===== src/rtl/hzfwd_pkg.sv =====
package hzfwd_pkg;

  // number of stages ahead of decode that may hold a producer
  parameter int unsigned PROD_STAGES = 3;
  // number of operands a decode instruction may read
  parameter int unsigned NUM_OPS = 3;

  typedef enum logic [2:0] {
    CLS_ALU    = 3'd0,
    CLS_LOAD   = 3'd1,
    CLS_LADR   = 3'd2,
    CLS_BRL    = 3'd3,
    CLS_STORE  = 3'd4,
    CLS_BRANCH = 3'd5,
    CLS_RSV6   = 3'd6,
    CLS_RSV7   = 3'd7
  } ins_cls_e;

  typedef logic [1:0] fwd_sel_t;

  localparam fwd_sel_t FWD_RF  = 2'd0;
  localparam fwd_sel_t FWD_EX  = 2'd1;
  localparam fwd_sel_t FWD_MEM = 2'd2;
  localparam fwd_sel_t FWD_WB  = 2'd3;

  // stage by which each operand kind must hold its value
  localparam logic [2:0] NEED_BRANCH = 3'd2;
  localparam logic [2:0] NEED_ALU    = 3'd3;
  localparam logic [2:0] NEED_STDATA = 3'd4;

  function automatic logic cls_writes(input logic [2:0] c);
    case (c)
      CLS_ALU, CLS_LOAD, CLS_LADR, CLS_BRL: cls_writes = 1'b1;
      default:                              cls_writes = 1'b0;
    endcase
  endfunction

  // stage at whose output the produced value first exists
  function automatic logic [2:0] cls_ready_stage(input logic [2:0] c);
    if (c == CLS_LOAD) cls_ready_stage = 3'd4;
    else               cls_ready_stage = 3'd3;
  endfunction

endpackage


===== src/rtl/hzfwd_use_decode.sv =====
module hzfwd_use_decode
  import hzfwd_pkg::*;
(
  input  logic       valid,
  input  logic [2:0] cls,
  input  logic       rc_reg,
  output logic       use_a,
  output logic       use_b,
  output logic       use_c,
  output logic [2:0] need_a,
  output logic [2:0] need_b,
  output logic [2:0] need_c
);

  logic is_branchy;

  always_comb begin
    is_branchy = (cls == CLS_BRANCH) || (cls == CLS_BRL);
    use_a = 1'b0;
    use_b = 1'b0;
    use_c = 1'b0;
    if (valid) begin
      case (cls)
        CLS_ALU:             begin use_b = 1'b1; use_c = rc_reg; end
        CLS_LOAD, CLS_LADR:  use_b = 1'b1;
        CLS_STORE:           begin use_b = 1'b1; use_a = 1'b1; end
        CLS_BRL, CLS_BRANCH: begin use_b = 1'b1; use_c = 1'b1; end
        default:             ;
      endcase
    end
    need_a = NEED_STDATA;
    need_b = is_branchy ? NEED_BRANCH : NEED_ALU;
    need_c = is_branchy ? NEED_BRANCH : NEED_ALU;
  end

endmodule


===== src/rtl/hzfwd_operand.sv =====
module hzfwd_operand
  import hzfwd_pkg::*;
#(
  parameter int unsigned REG_W = 5
) (
  input  logic                                clk,
  input  logic                                rst_n,
  input  logic                                used,
  input  logic [REG_W-1:0]                    src,
  input  logic [2:0]                          need,
  input  logic [PROD_STAGES-1:0]              prod_valid,
  input  logic [PROD_STAGES-1:0][2:0]         prod_cls,
  input  logic [PROD_STAGES-1:0][REG_W-1:0]   prod_ra,
  output fwd_sel_t                            fwd,
  output logic                                stall
);

  logic [PROD_STAGES-1:0] hit;
  logic [PROD_STAGES-1:0] late;

  // index 0 is the stage right after decode (distance 1)
  for (genvar i = 0; i < PROD_STAGES; i++) begin : g_stage
    assign hit[i]  = used && prod_valid[i] && cls_writes(prod_cls[i]) &&
                     (prod_ra[i] == src);
    assign late[i] = ({1'b0, need} + 4'(i + 1)) <=
                     {1'b0, cls_ready_stage(prod_cls[i])};
  end

  // oldest first so the youngest match is written last and wins
  always_comb begin
    fwd   = FWD_RF;
    stall = 1'b0;
    for (int i = PROD_STAGES - 1; i >= 0; i--) begin
      if (hit[i]) begin
        fwd   = fwd_sel_t'(i + 1);
        stall = late[i];
      end
    end
  end

  p_unused_quiet_r2: assert property (@(posedge clk) disable iff (!rst_n)
    !used |-> (fwd == FWD_RF) && !stall);

  p_ex_select_matches_r4: assert property (@(posedge clk) disable iff (!rst_n)
    (fwd == FWD_EX) |-> prod_valid[0] && (prod_ra[0] == src));

  p_store_not_source_r3: assert property (@(posedge clk) disable iff (!rst_n)
    (prod_cls[0] == CLS_STORE) |-> (fwd != FWD_EX));

  p_wb_never_late_r5: assert property (@(posedge clk) disable iff (!rst_n)
    (fwd == FWD_WB) |-> !stall);

endmodule


===== src/rtl/hzfwd_unit.sv =====
module hzfwd_unit
  import hzfwd_pkg::*;
#(
  parameter int unsigned REG_W = 5
) (
  input  logic             clk,
  input  logic             rst_n,
  input  logic             dec_valid,
  input  logic [2:0]       dec_class,
  input  logic [REG_W-1:0] dec_ra,
  input  logic [REG_W-1:0] dec_rb,
  input  logic [REG_W-1:0] dec_rc,
  input  logic             dec_rc_reg,
  input  logic             ex_valid,
  input  logic [2:0]       ex_class,
  input  logic [REG_W-1:0] ex_ra,
  input  logic             mem_valid,
  input  logic [2:0]       mem_class,
  input  logic [REG_W-1:0] mem_ra,
  input  logic             wb_valid,
  input  logic [2:0]       wb_class,
  input  logic [REG_W-1:0] wb_ra,
  output logic [1:0]       fwd_a,
  output logic [1:0]       fwd_b,
  output logic [1:0]       fwd_c,
  output logic             pause,
  output logic             bubble
);

  logic [PROD_STAGES-1:0]             pv;
  logic [PROD_STAGES-1:0][2:0]        pc;
  logic [PROD_STAGES-1:0][REG_W-1:0]  pr;

  assign pv = {wb_valid, mem_valid, ex_valid};
  assign pc = {wb_class, mem_class, ex_class};
  assign pr = {wb_ra, mem_ra, ex_ra};

  logic       use_a, use_b, use_c;
  logic [2:0] need_a, need_b, need_c;

  hzfwd_use_decode u_dec (
    .valid  (dec_valid),
    .cls    (dec_class),
    .rc_reg (dec_rc_reg),
    .use_a  (use_a),
    .use_b  (use_b),
    .use_c  (use_c),
    .need_a (need_a),
    .need_b (need_b),
    .need_c (need_c)
  );

  // operand order: 0 = rb, 1 = rc, 2 = ra (store data)
  logic [NUM_OPS-1:0]             op_used;
  logic [NUM_OPS-1:0][REG_W-1:0]  op_src;
  logic [NUM_OPS-1:0][2:0]        op_need;
  fwd_sel_t [NUM_OPS-1:0]         op_fwd;
  logic [NUM_OPS-1:0]             op_stall;

  assign op_used = {use_a, use_c, use_b};
  assign op_src  = {dec_ra, dec_rc, dec_rb};
  assign op_need = {need_a, need_c, need_b};

  for (genvar k = 0; k < NUM_OPS; k++) begin : g_op
    hzfwd_operand #(.REG_W(REG_W)) u_op (
      .clk        (clk),
      .rst_n      (rst_n),
      .used       (op_used[k]),
      .src        (op_src[k]),
      .need       (op_need[k]),
      .prod_valid (pv),
      .prod_cls   (pc),
      .prod_ra    (pr),
      .fwd        (op_fwd[k]),
      .stall      (op_stall[k])
    );
  end

  assign fwd_b  = op_fwd[0];
  assign fwd_c  = op_fwd[1];
  assign fwd_a  = op_fwd[2];
  assign pause  = |op_stall;
  assign bubble = |op_stall;

  p_idle_no_pause_r9: assert property (@(posedge clk) disable iff (!rst_n)
    !dec_valid |-> !pause && !bubble);

  p_pause_needs_producer_r5: assert property (@(posedge clk) disable iff (!rst_n)
    pause |-> (ex_valid || mem_valid || wb_valid));

  p_load_gap_r6: assert property (@(posedge clk) disable iff (!rst_n)
    (pause && !ex_valid && !mem_valid) |-> 1'b0);

endmodule


===== config.mk =====
export PLATFORM = sky130hd
export DESIGN_NAME = hzfwd_unit
export DESIGN_NICKNAME = d
export VERILOG_FILES = /design/src/rtl/hzfwd_pkg.sv /design/src/rtl/hzfwd_use_decode.sv /design/src/rtl/hzfwd_operand.sv /design/src/rtl/hzfwd_unit.sv
export SDC_FILE = /design/constraint.sdc
export NUM_CORES = 1
export LEC_CHECK = 0
export ABC_AREA = 1
export BUFFER_PORTS_ARGS = -buffer_cell sky130_fd_sc_hd__buf_2
export CAP_MARGIN = 20
export CORE_MARGIN = 2
export CORE_UTILIZATION = 47
export DETAILED_ROUTE_END_ITERATION = 12
export GPL_ROUTABILITY_DRIVEN = 0
export PLACE_DENSITY = 0.94
export SYNTH_ARGS = -nofsm -noshare
export SYNTH_HDL_FRONTEND = slang
export SYNTH_SLANG_ARGS = --single-unit

===== constraint.sdc =====
create_clock -name vclk -period 1.4
set_clock_uncertainty 0.05 [all_clocks]
set_input_delay 0 -clock vclk [all_inputs]
set_output_delay 0 -clock vclk [all_outputs]
set_load 0.01 [all_outputs]

==> key figures <==
Status
  • Status: finished, final reports clean

Critical path
  • Crit path largest cell delay: 0.19 ns
  • Crit path capture type: output pin
  • CP max FO: 4
  • Worst path top cell family by delay: simple AND/OR/NAND/NOR gates
  • Crit path DAT: around 1.2 ns
  • Critical-path top delay cell: nor3_2
  • Worst EP required: between 1 and 1.5 ns
  • Setup crit start kind: input port
  • Crit-path cells: buf_2, inv_1, nand2_2, nand3_4, inv_1, ha_1, nor3_2, nand3_1, nand2_1, nand2_1, nand3_2, buf_2
  • Buf/Inv on CP: 4
  • Setup CP Type: in -> out

Drt
  • Total wire length: 3290 um
  • Wire per inst: around 11 um
  • Initial DRC Count: between 100 and 150
  • Final ANT Viol Nets: 0
  • Drt pass-1 iters: 5
  • DRC violation count after routing: 0
  • Via-to-Cell Ratio: around 5.4
  • Vias: about 1.6k

Timing
  • Fin. Hold Viols: 0
  • Final setup vio count: 0
  • Final min period: 1.28 ns
  • Tightest Pin Transition: 0.299 ns
  • Fmax: between 700 and 800 MHz
  • WHS: around 0.4 ns
  • Slew Viols, Final: 0
  • Setup TNS: 0 ns
  • Fin crit share: 0.911
  • Worst slew margin: 0.800

Floorplan
  • DIE AREA: ~0.0025 mm^2
  • I/O pins: 57
  • Core Region: slightly below 0.002 mm^2
  • Die Ht: approximately 50 um
  • Starting Density: 0.502
  • Row count: 16
  • Die X: 49.8 um

Synthesis
  • Synth top area share: 0.290
  • Mux share of post-synthesis cell area: 0
  • Synth Area in Compound Gates: 0.191
  • Adder-cell share of the synthesized area: 0.0254
  • Synth Area in XOR/XNOR: 0.0534
  • Count leader, synth: nand2_1
  • Post-Syn Nets: ~260
  • Top area cells in the synthesized netlist: nand2_1 29%, inv_1 16%, nor2_1 10%
  • Top post-synthesis cells by count: 76 x nand2_1, 41 x inv_1, 27 x nor2_1
  • Main combinational cell family by area after synthesis: simple AND/OR/NAND/NOR gates
  • Sequential element share of the synthesized area: 0
  • Synth area leader: nand2_1
  • Synth Area in Simple Gates: 0.559
  • Post-Syn Instances: a little over 200
  • Mean Syn Cell Area: between 4 and 5 um^2
  • Syn. warnings: 0
  • Cell Area, Synth: around 980 um^2
  • Post-synth cell types: 27

Power and ir drop
  • Psw: between 0.15 and 0.2 mW
  • Switch share: 0.595
  • LEAKAGE: approximately 0.86 nW
  • Clock power frac: 0
  • Pwr Density: between 200 and 250 mW/mm^2
  • Max VDD drop: approximately 0.15 mV
  • Comb pwr share: 1.000
  • Flop pwr share: 0
  • Internal Power: ~0.13 mW

Global route
  • Vias in the first global route: 1280
  • Global route total overflow: 0
  • GRT Resource Usage Total: 0.270
  • Largest net degree at the start of global routing: 7
  • First-pass GRT wire length: 5500 um
  • Antenna violations before repair: 0

Cells and area
  • Register area: 0 um^2
  • Diodes inserted: 0
  • Final core occ: 0.670
  • Filler instances: just over 200
  • Net count, final: 317
  • Clock Buffer Count: 0
  • Layout cells sized above 1: 0.254
  • Synth-to-Final Area Change: 33.4%
  • Finished Cell Area: 0.00131 mm^2
  • Sequential cell count: 0

Job
  • Max_cap viols: 0

Placed design
  • PortBufs: 55
  • Detailed Place HPWL: 2850 um
  • Area after DPL: roughly 0.0013 mm^2

Min path
  • Hold Path Class: in -> out
==> routing by layer <==
| metal | vias up | track usage | wire (um) |
|---|---|---|---|
| met3 | 17 | 0.0273 | 401 |
| li1 | 768 | - | - |
| met1 | 670 | 0.346 | 1240 |
| met4 | 0 | 0.0278 | 101 |
| met2 | 109 | 0.496 | 1560 |
| met5 | - | 0 | 0 |
==> power groups by stage <==
stage,Sequential [mW],Clock [mW],Combinational (mW)
global route,0,0,0.362
floorplan,0,0,0.165
global placement,0,0,0.299
finish,0,0,0.324
CTS,0,0,0.308
detailed placement,0,0,0.306
==> logic make-up after synthesis <==
group                    count (synthesis)
AND/OR/NAND/NOR                        125
buffers and inverters                   44
XOR/XNOR                                 6
adder cells (fa/ha/maj)                  2
AO/OA/AOI/OAI                           30
==> layout make-up <==
type / instances / area, um^2 / share of cell area
inverters: 43 / 161 / 0.123
repair buffers: 58 / 298 / 0.227
multi-input cells: 163 / 821 / 0.625
well taps: 27 / 33.8 / 0.0257
==> worst paths after layout <==
path / slack (ns) / cells after the start / start / end
setup / recovery: 0.12 / 12 / dec_class[1] / bubble
hold / removal: 0.40 / 5 / ex_class[1] / pause
==> metrics by stage <==
stage / std cells / total power, mW / setup WS, ns
global route: 291 / 0.362 / -0.0288
global placement: 288 / 0.299 / 0.115
finish: 291 / 0.324 / 0.124
CTS: 288 / 0.308 / 0.0426
detailed placement: 288 / 0.306 / 0.0548
floorplan: 207 / 0.165 / 0.285
==> cell usage in the layout (no fill, tap or decap), drive strengths merged, types with 4 or more instances in the layout <==
master  count
a21oi       7
buf        58
inv        42
nand2      77
nand3       6
nand4       6
nor2       28
nor3        5
o21ai       4
o22ai      12
==> timing repair <==
action                     4_1_cts  5_1_grt
hold buffers                     0        0
setup endpoints to repair        0        2
buffers inserted                 0        3
resized for setup                0        1
Power figures use the tool's default switching activity.
